==> src/rtl/wss_pkg.sv <==
package wss_pkg;
  typedef enum logic [1:0] {
    S_IDLE = 2'd0,
    S_ADDR = 2'd1,
    S_XFER = 2'd2
  } wss_state_e;
endpackage

==> src/rtl/wss_ctrl.sv <==
module wss_ctrl
  import wss_pkg::*;
#(
  parameter int NBEATS = 4,
  localparam int CW = (NBEATS > 1) ? $clog2(NBEATS) : 1
) (
  input  logic          clk,
  input  logic          rst_n,
  input  logic          req_valid,
  input  logic          bus_ack,
  output logic          accept,
  output logic          ea_load,
  output logic          xfer,
  output logic          last_done,
  output logic [CW-1:0] beat,
  output logic          stall
);
  wss_state_e state_q, state_d;
  logic [CW-1:0] beat_q, beat_d;
  logic last_beat;

  assign accept    = (state_q == S_IDLE) && req_valid;
  assign ea_load   = (state_q == S_ADDR);
  assign xfer      = (state_q == S_XFER);
  assign last_beat = (beat_q == CW'(NBEATS - 1));
  assign last_done = xfer && bus_ack && last_beat;
  assign beat      = beat_q;

  always_comb begin
    state_d = state_q;
    beat_d  = beat_q;
    unique case (state_q)
      S_IDLE: if (req_valid) state_d = S_ADDR;
      S_ADDR: begin
        state_d = S_XFER;
        beat_d  = '0;
      end
      S_XFER: if (bus_ack) begin
        if (last_beat) state_d = S_IDLE;
        else           beat_d  = beat_q + CW'(1);
      end
      default: state_d = S_IDLE;
    endcase
  end

  always_ff @(posedge clk) begin
    if (!rst_n) begin
      state_q <= S_IDLE;
      beat_q  <= '0;
    end else begin
      state_q <= state_d;
      beat_q  <= beat_d;
    end
  end

  assign stall = accept || ea_load || (xfer && !last_done);

  p_addr_cycle_r2: assert property (@(posedge clk) disable iff (!rst_n)
    accept |=> (stall && !xfer));
  p_done_idle_r6: assert property (@(posedge clk) disable iff (!rst_n)
    last_done |=> (!xfer && !ea_load));
  p_busy_ignores_req_r7: assert property (@(posedge clk) disable iff (!rst_n)
    (xfer && !last_done) |=> xfer);
endmodule

==> src/rtl/wss_datapath.sv <==
module wss_datapath #(
  parameter int ADDR_W = 32,
  parameter int OFF_W  = 12,
  parameter int DATA_W = 64,
  parameter int BUS_W  = 16,
  localparam int NBEATS = DATA_W / BUS_W,
  localparam int STEP   = BUS_W / 8,
  localparam int CW     = (NBEATS > 1) ? $clog2(NBEATS) : 1
) (
  input  logic              clk,
  input  logic              rst_n,
  input  logic              accept,
  input  logic              ea_load,
  input  logic              xfer,
  input  logic [CW-1:0]     beat,
  input  logic [ADDR_W-1:0] req_base,
  input  logic [OFF_W-1:0]  req_offset,
  input  logic [DATA_W-1:0] req_data,
  output logic [ADDR_W-1:0] bus_addr,
  output logic [BUS_W-1:0]  bus_wdata
);
  logic [ADDR_W-1:0] base_q, ea_q;
  logic [OFF_W-1:0]  off_q;
  logic [DATA_W-1:0] data_q;

  function automatic logic [ADDR_W-1:0] calc_ea(input logic [ADDR_W-1:0] b,
                                                input logic [OFF_W-1:0] o);
    logic [ADDR_W-1:0] sx;
    sx = ADDR_W'($signed(o));
    return b + sx;
  endfunction

  function automatic logic [ADDR_W-1:0] beat_addr(input logic [ADDR_W-1:0] ea,
                                                  input logic [CW-1:0] k);
    return ea + ADDR_W'(k) * ADDR_W'(STEP);
  endfunction

  function automatic logic [BUS_W-1:0] beat_slice(input logic [DATA_W-1:0] d,
                                                  input logic [CW-1:0] k);
    return d[(NBEATS - 1 - int'(k)) * BUS_W +: BUS_W];
  endfunction

  always_ff @(posedge clk) begin
    if (!rst_n) begin
      base_q <= '0;
      off_q  <= '0;
      data_q <= '0;
      ea_q   <= '0;
    end else begin
      if (accept) begin
        base_q <= req_base;
        off_q  <= req_offset;
        data_q <= req_data;
      end
      if (ea_load) ea_q <= calc_ea(base_q, off_q);
    end
  end

  assign bus_addr  = xfer ? beat_addr(ea_q, beat) : '0;
  assign bus_wdata = xfer ? beat_slice(data_q, beat) : '0;
endmodule

==> src/rtl/wide_store_seq.sv <==
module wide_store_seq #(
  parameter int ADDR_W = 32,
  parameter int OFF_W  = 12,
  parameter int DATA_W = 64,
  parameter int BUS_W  = 16,
  localparam int NBEATS = DATA_W / BUS_W,
  localparam int STEP   = BUS_W / 8,
  localparam int CW     = (NBEATS > 1) ? $clog2(NBEATS) : 1
) (
  input  logic              clk,
  input  logic              rst_n,
  input  logic              req_valid,
  input  logic [ADDR_W-1:0] req_base,
  input  logic [OFF_W-1:0]  req_offset,
  input  logic [DATA_W-1:0] req_data,
  output logic              stall,
  output logic              bus_req,
  output logic              bus_we,
  output logic [ADDR_W-1:0] bus_addr,
  output logic [BUS_W-1:0]  bus_wdata,
  input  logic              bus_ack
);
  logic          accept, ea_load, xfer, last_done;
  logic [CW-1:0] beat;

  wss_ctrl #(.NBEATS(NBEATS)) u_ctrl (
    .clk(clk), .rst_n(rst_n), .req_valid(req_valid), .bus_ack(bus_ack),
    .accept(accept), .ea_load(ea_load), .xfer(xfer), .last_done(last_done),
    .beat(beat), .stall(stall)
  );

  wss_datapath #(.ADDR_W(ADDR_W), .OFF_W(OFF_W), .DATA_W(DATA_W), .BUS_W(BUS_W)) u_dp (
    .clk(clk), .rst_n(rst_n), .accept(accept), .ea_load(ea_load), .xfer(xfer),
    .beat(beat), .req_base(req_base), .req_offset(req_offset), .req_data(req_data),
    .bus_addr(bus_addr), .bus_wdata(bus_wdata)
  );

  assign bus_req = xfer;
  assign bus_we  = xfer;

  p_hold_on_wait_r5: assert property (@(posedge clk) disable iff (!rst_n)
    (bus_req && !bus_ack) |=> (bus_req && $stable(bus_addr) && $stable(bus_wdata)));
  p_addr_step_r3: assert property (@(posedge clk) disable iff (!rst_n)
    (bus_req && bus_ack && stall) |=> (bus_req && bus_addr == $past(bus_addr) + ADDR_W'(STEP)));
  p_stall_covers_xfer_r6: assert property (@(posedge clk) disable iff (!rst_n)
    (bus_req && !(bus_ack && !stall)) |-> stall);
  p_strobe_r4: assert property (@(posedge clk) disable iff (!rst_n)
    bus_req |-> bus_we);
  p_idle_quiet_r1: assert property (@(posedge clk) disable iff (!rst_n)
    !stall |-> (!bus_req || bus_ack));
endmodule

==> config.mk <==
export PLATFORM = sky130hd
export DESIGN_NAME = wide_store_seq
export DESIGN_NICKNAME = d
export VERILOG_FILES = /design/src/rtl/wss_pkg.sv /design/src/rtl/wss_ctrl.sv /design/src/rtl/wss_datapath.sv /design/src/rtl/wide_store_seq.sv
export SDC_FILE = /design/constraint.sdc
export NUM_CORES = 1
export LEC_CHECK = 0
export BUFFER_PORTS_ARGS = -buffer_cell sky130_fd_sc_hd__buf_4
export CORE_AREA = 2 2 124 126
export CTS_BUF_LIST = sky130_fd_sc_hd__clkbuf_4 sky130_fd_sc_hd__clkbuf_8
export CTS_CLUSTER_DIAMETER = 200
export DETAILED_ROUTE_END_ITERATION = 8
export DIE_AREA = 0 0 126 128
export PLACE_DENSITY = 0.79
export SYNTH_ARGS = -nofsm -noshare
export SYNTH_HDL_FRONTEND = slang
export SYNTH_SLANG_ARGS = --single-unit
==> constraint.sdc <==
create_clock -name clk -period 6.4 [get_ports clk]
set_clock_uncertainty 0.05 [all_clocks]
set_input_delay 0.96 -clock clk [delete_from_list [all_inputs] [get_ports clk]]
set_output_delay 0.96 -clock clk [all_outputs]
set_load 0.03 [all_outputs]
==> flow_summary.toml <==
[setup_path]
cp_top_family = "simple AND/OR/NAND/NOR gates"
cp.required_ns = 5.39
critPathSlowestCell = "dfxtp_1"
r2r_setup_slack_ns = 3.27
crit_cells = 9
crit_chain = "inv_1 -> fa_1 -> or2_1 -> or3_1 -> nor4_2 -> nand3_1 -> xor2_1 -> nor2_1 -> buf_4"
r2r_cells = 8
critPathBufInv = 2
path_max_fanout = 19
slowest_delay_ns = 0.94
worstReg2RegStart = "u_dp.off_q[11]$_SDFFE_PN0P_"
arrival_ns = 3.80
timing.rr.end = "u_dp.ea_q[29]$_SDFFE_PN0P_"
cp-end-kind = "primary output"
critical_path_class = "register to primary output"
cp-start-kind = "register"

[sta]
slew_headroom_pct = 23.95
period_share_pct = 75.20
fmax_mhz = 207.8
maxSlewViolCount = 0
hold_viol = 0
hold_slack_ns = 0.4027
layout_min_cycle_time_ns = 4.813
setup_viol = 0
fin_tns_setup_ns = 0
worstMarginPinSlew_ns = 1.141
rsz0062_at_grt = "no"

[global_routing]
overflow = 0
grt_use_total_pct = 25.44
grt_pass1_vias = 7031
grt_pass1_wl_um = 33580
antenna_found_initial = 0
grt_start_max_net_pins = 110

[routing]
viasPerCell = 5.555
drtIter0Drc = 432
via_count = 7538
wl_per_cell_um = 15.05
wl_met1_um = 9076
routed-wl-met2_um = 9460
drc = 0
wl_met3_um = 1377
top_layer_used = "met4"
drt-total-wl_um = 20420
firstDrtPassIters = 5
route.antenna.remaining_nets = 0

[placement]
place_area_mm2 = 0.009234
port_buffers = 162
place_hpwl_um = 14330
place_inst = 1325
place.gp.congestion = 0.8620

[power]
vdd_drop_max_v = 0.0001618
cellLeakagePower_nw = 3.988
powerDensity_mw_per_mm2 = 225.6
power.total_mw = 2.187

[die]
io_pins = 163
rows = 45
initial_core_util_pct = 54.07
die_y_um = 128
coreArea_mm2 = 0.01486
die_w_um = 126
die-area_mm2 = 0.01613

[synth]
synth-async-reset-ratio_pct = 0
synth-seq-cells = 144
synth_edf_count = 0
ys_warn_count = 0
synthCells = 1043
syn_area_mm2 = 0.008038
synthFlopType = "dfxtp_1"
ys_types = 68
synth.yosys.seq_area_share_pct = 35.87
syn_area_per_cell_um2 = 7.706
synth_nets = 1191

[hold_path]
holdPathStages = 2
worstHoldEndpoint = "u_dp.data_q[28]$_SDFFE_PN0P_"
hold_class = "register to register"
min-delay-start = "u_dp.data_q[28]$_SDFFE_PN0P_"

[cts]
post_cts_buffers = 0
cts_made_buffers = 17
h-tree-depth = 4
cts_resized = 0
ctsHoldBuffers = 0
clk_path_buf_depth = 2
path_clk_slew_ns = 0.08
cts.sink_count = 144
cts_tree = "yes"
clockRootBuffer = "clkbuf_8"
clk_latency_ns = 0.46

[final_layout]
nNetsFinal = 1304
syn_to_final_growth_pct = 20.61
diodes = 0
finish.instance_area_mm2 = 0.009694
fin_cells = 1357
drive_gt1_share_pct = 20.02

[run_status]
status = "finished, final reports clean"

[flow_run]
cap_violations = 0
## sequential cells by signal (all words and copies together) (netlist names)
signal and cells:
u_dp.ea_q 32, u_ctrl.beat 2, u_dp.base_q 32, u_dp.data_q 64
u_dp.off_q 12, u_ctrl.state_q 2
## cells in the final DEF, fill, tap and decap left out, types with 4 or more instances in the layout
cell       netlist  layout
nand2_1        266     265
buf_4            6     166
a21oi_1        151     151
dfxtp_1        144     144
nor2_1          53      53
nand3_1         43      43
ha_1            34      34
xor2_1          29      29
o21ai_0         25      25
and2_1          24      23
inv_1           20      19
clkbuf_8         0      18
mux4_2          16      16
a21o_1          16      16
nand4_1         13      13
nor3_1          13      13
xnor2_1         12      12
and3_1          11      11
or3_1            8       8
a31oi_1          8       8
nand2b_1         6       6
clkinv_2         0       5
a211oi_1         5       5
bufinv_16        0       5
nor2b_1          4       4
o21a_1           4       4
o31ai_1          4       4
o211ai_1         4       4
## metrics by stage
stage	utilization (%)	worst slack [ns]
floorplan	-	2.623
CTS	65.22	1.555
detailed placement	62.12	2.060
global placement	62.12	2.131
global route	65.22	1.283
finish	65.22	1.587
## tightest hold or removal path, stage by stage, from the launching register on
cell and delay (ns):
dfxtp_1 0.31, nand2_1 0.05, a21oi_1 0.05
## synthesized netlist by cell type (all sizes together), types with 3 or more instances
master	instances	share of area (%)
nand2	266	12
a21oi	152	9.5
dfxtp	144	36
clkbuf	58	2.7
nor2	54	2.6
nand3	43	2.7
ha	34	5.3
o21ai	29	1.9
xor2	29	3.2
and2	26	2.0
inv	20	0.93
a21o	16	1.5
mux4	16	4.5
buf	14	0.98
nand4	14	1.3
nor3	13	0.81
and3	12	1.0
xnor2	12	1.3
a31oi	8	0.62
or3	8	0.62
nand2b	6	0.47
a211oi	5	0.47
o211ai	5	0.53
nor2b	4	0.31
o21a	4	0.37
o31ai	4	0.37
a221oi	3	0.40
a311oi	3	0.40
and4	3	0.33
nor4	3	0.39
o311ai	3	0.33
or4	3	0.28
## where the power goes
group	internal (mW)	switching (mW)
clock	0.474	0.357
combinational	0.149	0.214
sequential	0.952	0.0401
total	1.58	0.612
## worst max path at each step
stage / start / end / slack (ns)
after floorplan: u_ctrl.beat[1]$_SDFFE_PN0P_ / bus_addr[29] / 2.62
after global placement: u_ctrl.beat[1]$_SDFFE_PN0P_ / bus_addr[29] / 2.13
after detailed placement: u_ctrl.beat[1]$_SDFFE_PN0P_ / bus_addr[31] / 2.06
after CTS: u_ctrl.beat[1]$_SDFFE_PN0P_ / bus_addr[31] / 1.55
after global routing: u_ctrl.beat[1]$_SDFFE_PN0P_ / bus_addr[29] / 1.28
final: u_ctrl.beat[1]$_SDFFE_PN0P_ / bus_addr[31] / 1.59
## per-layer routing
metal,up-vias,global-route usage [%]
met3,40,5.927
met4,0,10.08
li1,3847,-
met2,235,41.71
met1,3416,32.63
met5,-,0
## cell families (layout without fill, tap and decap cells)
logic type      after synthesis  count (layout)  share of synthesized area [%]
compound gates              254             254                          19.02
buf+inv                      92             218                          4.623
flops                       144             144                          35.87
xor+xnor                     41              41                          4.468
mux                          18              18                          4.748
fa+ha+maj                    36              36                          5.791
simple gates                458             458                          25.48
## final cells by class
| cell class | count | area, um^2 |
|---|---|---|
| well taps | 188 | 235.2 |
| inverters | 20 | 76.32 |
| multi-input cells | 807 | 4793 |
| flip-flops and latches | 144 | 2883 |
| repair buffers | 166 | 1246 |
| fillers | 1350 | 5170 |
| clock inverters | 14 | 212.7 |
| clock buffers | 18 | 247.7 |
(Power assumes the default switching activity.)
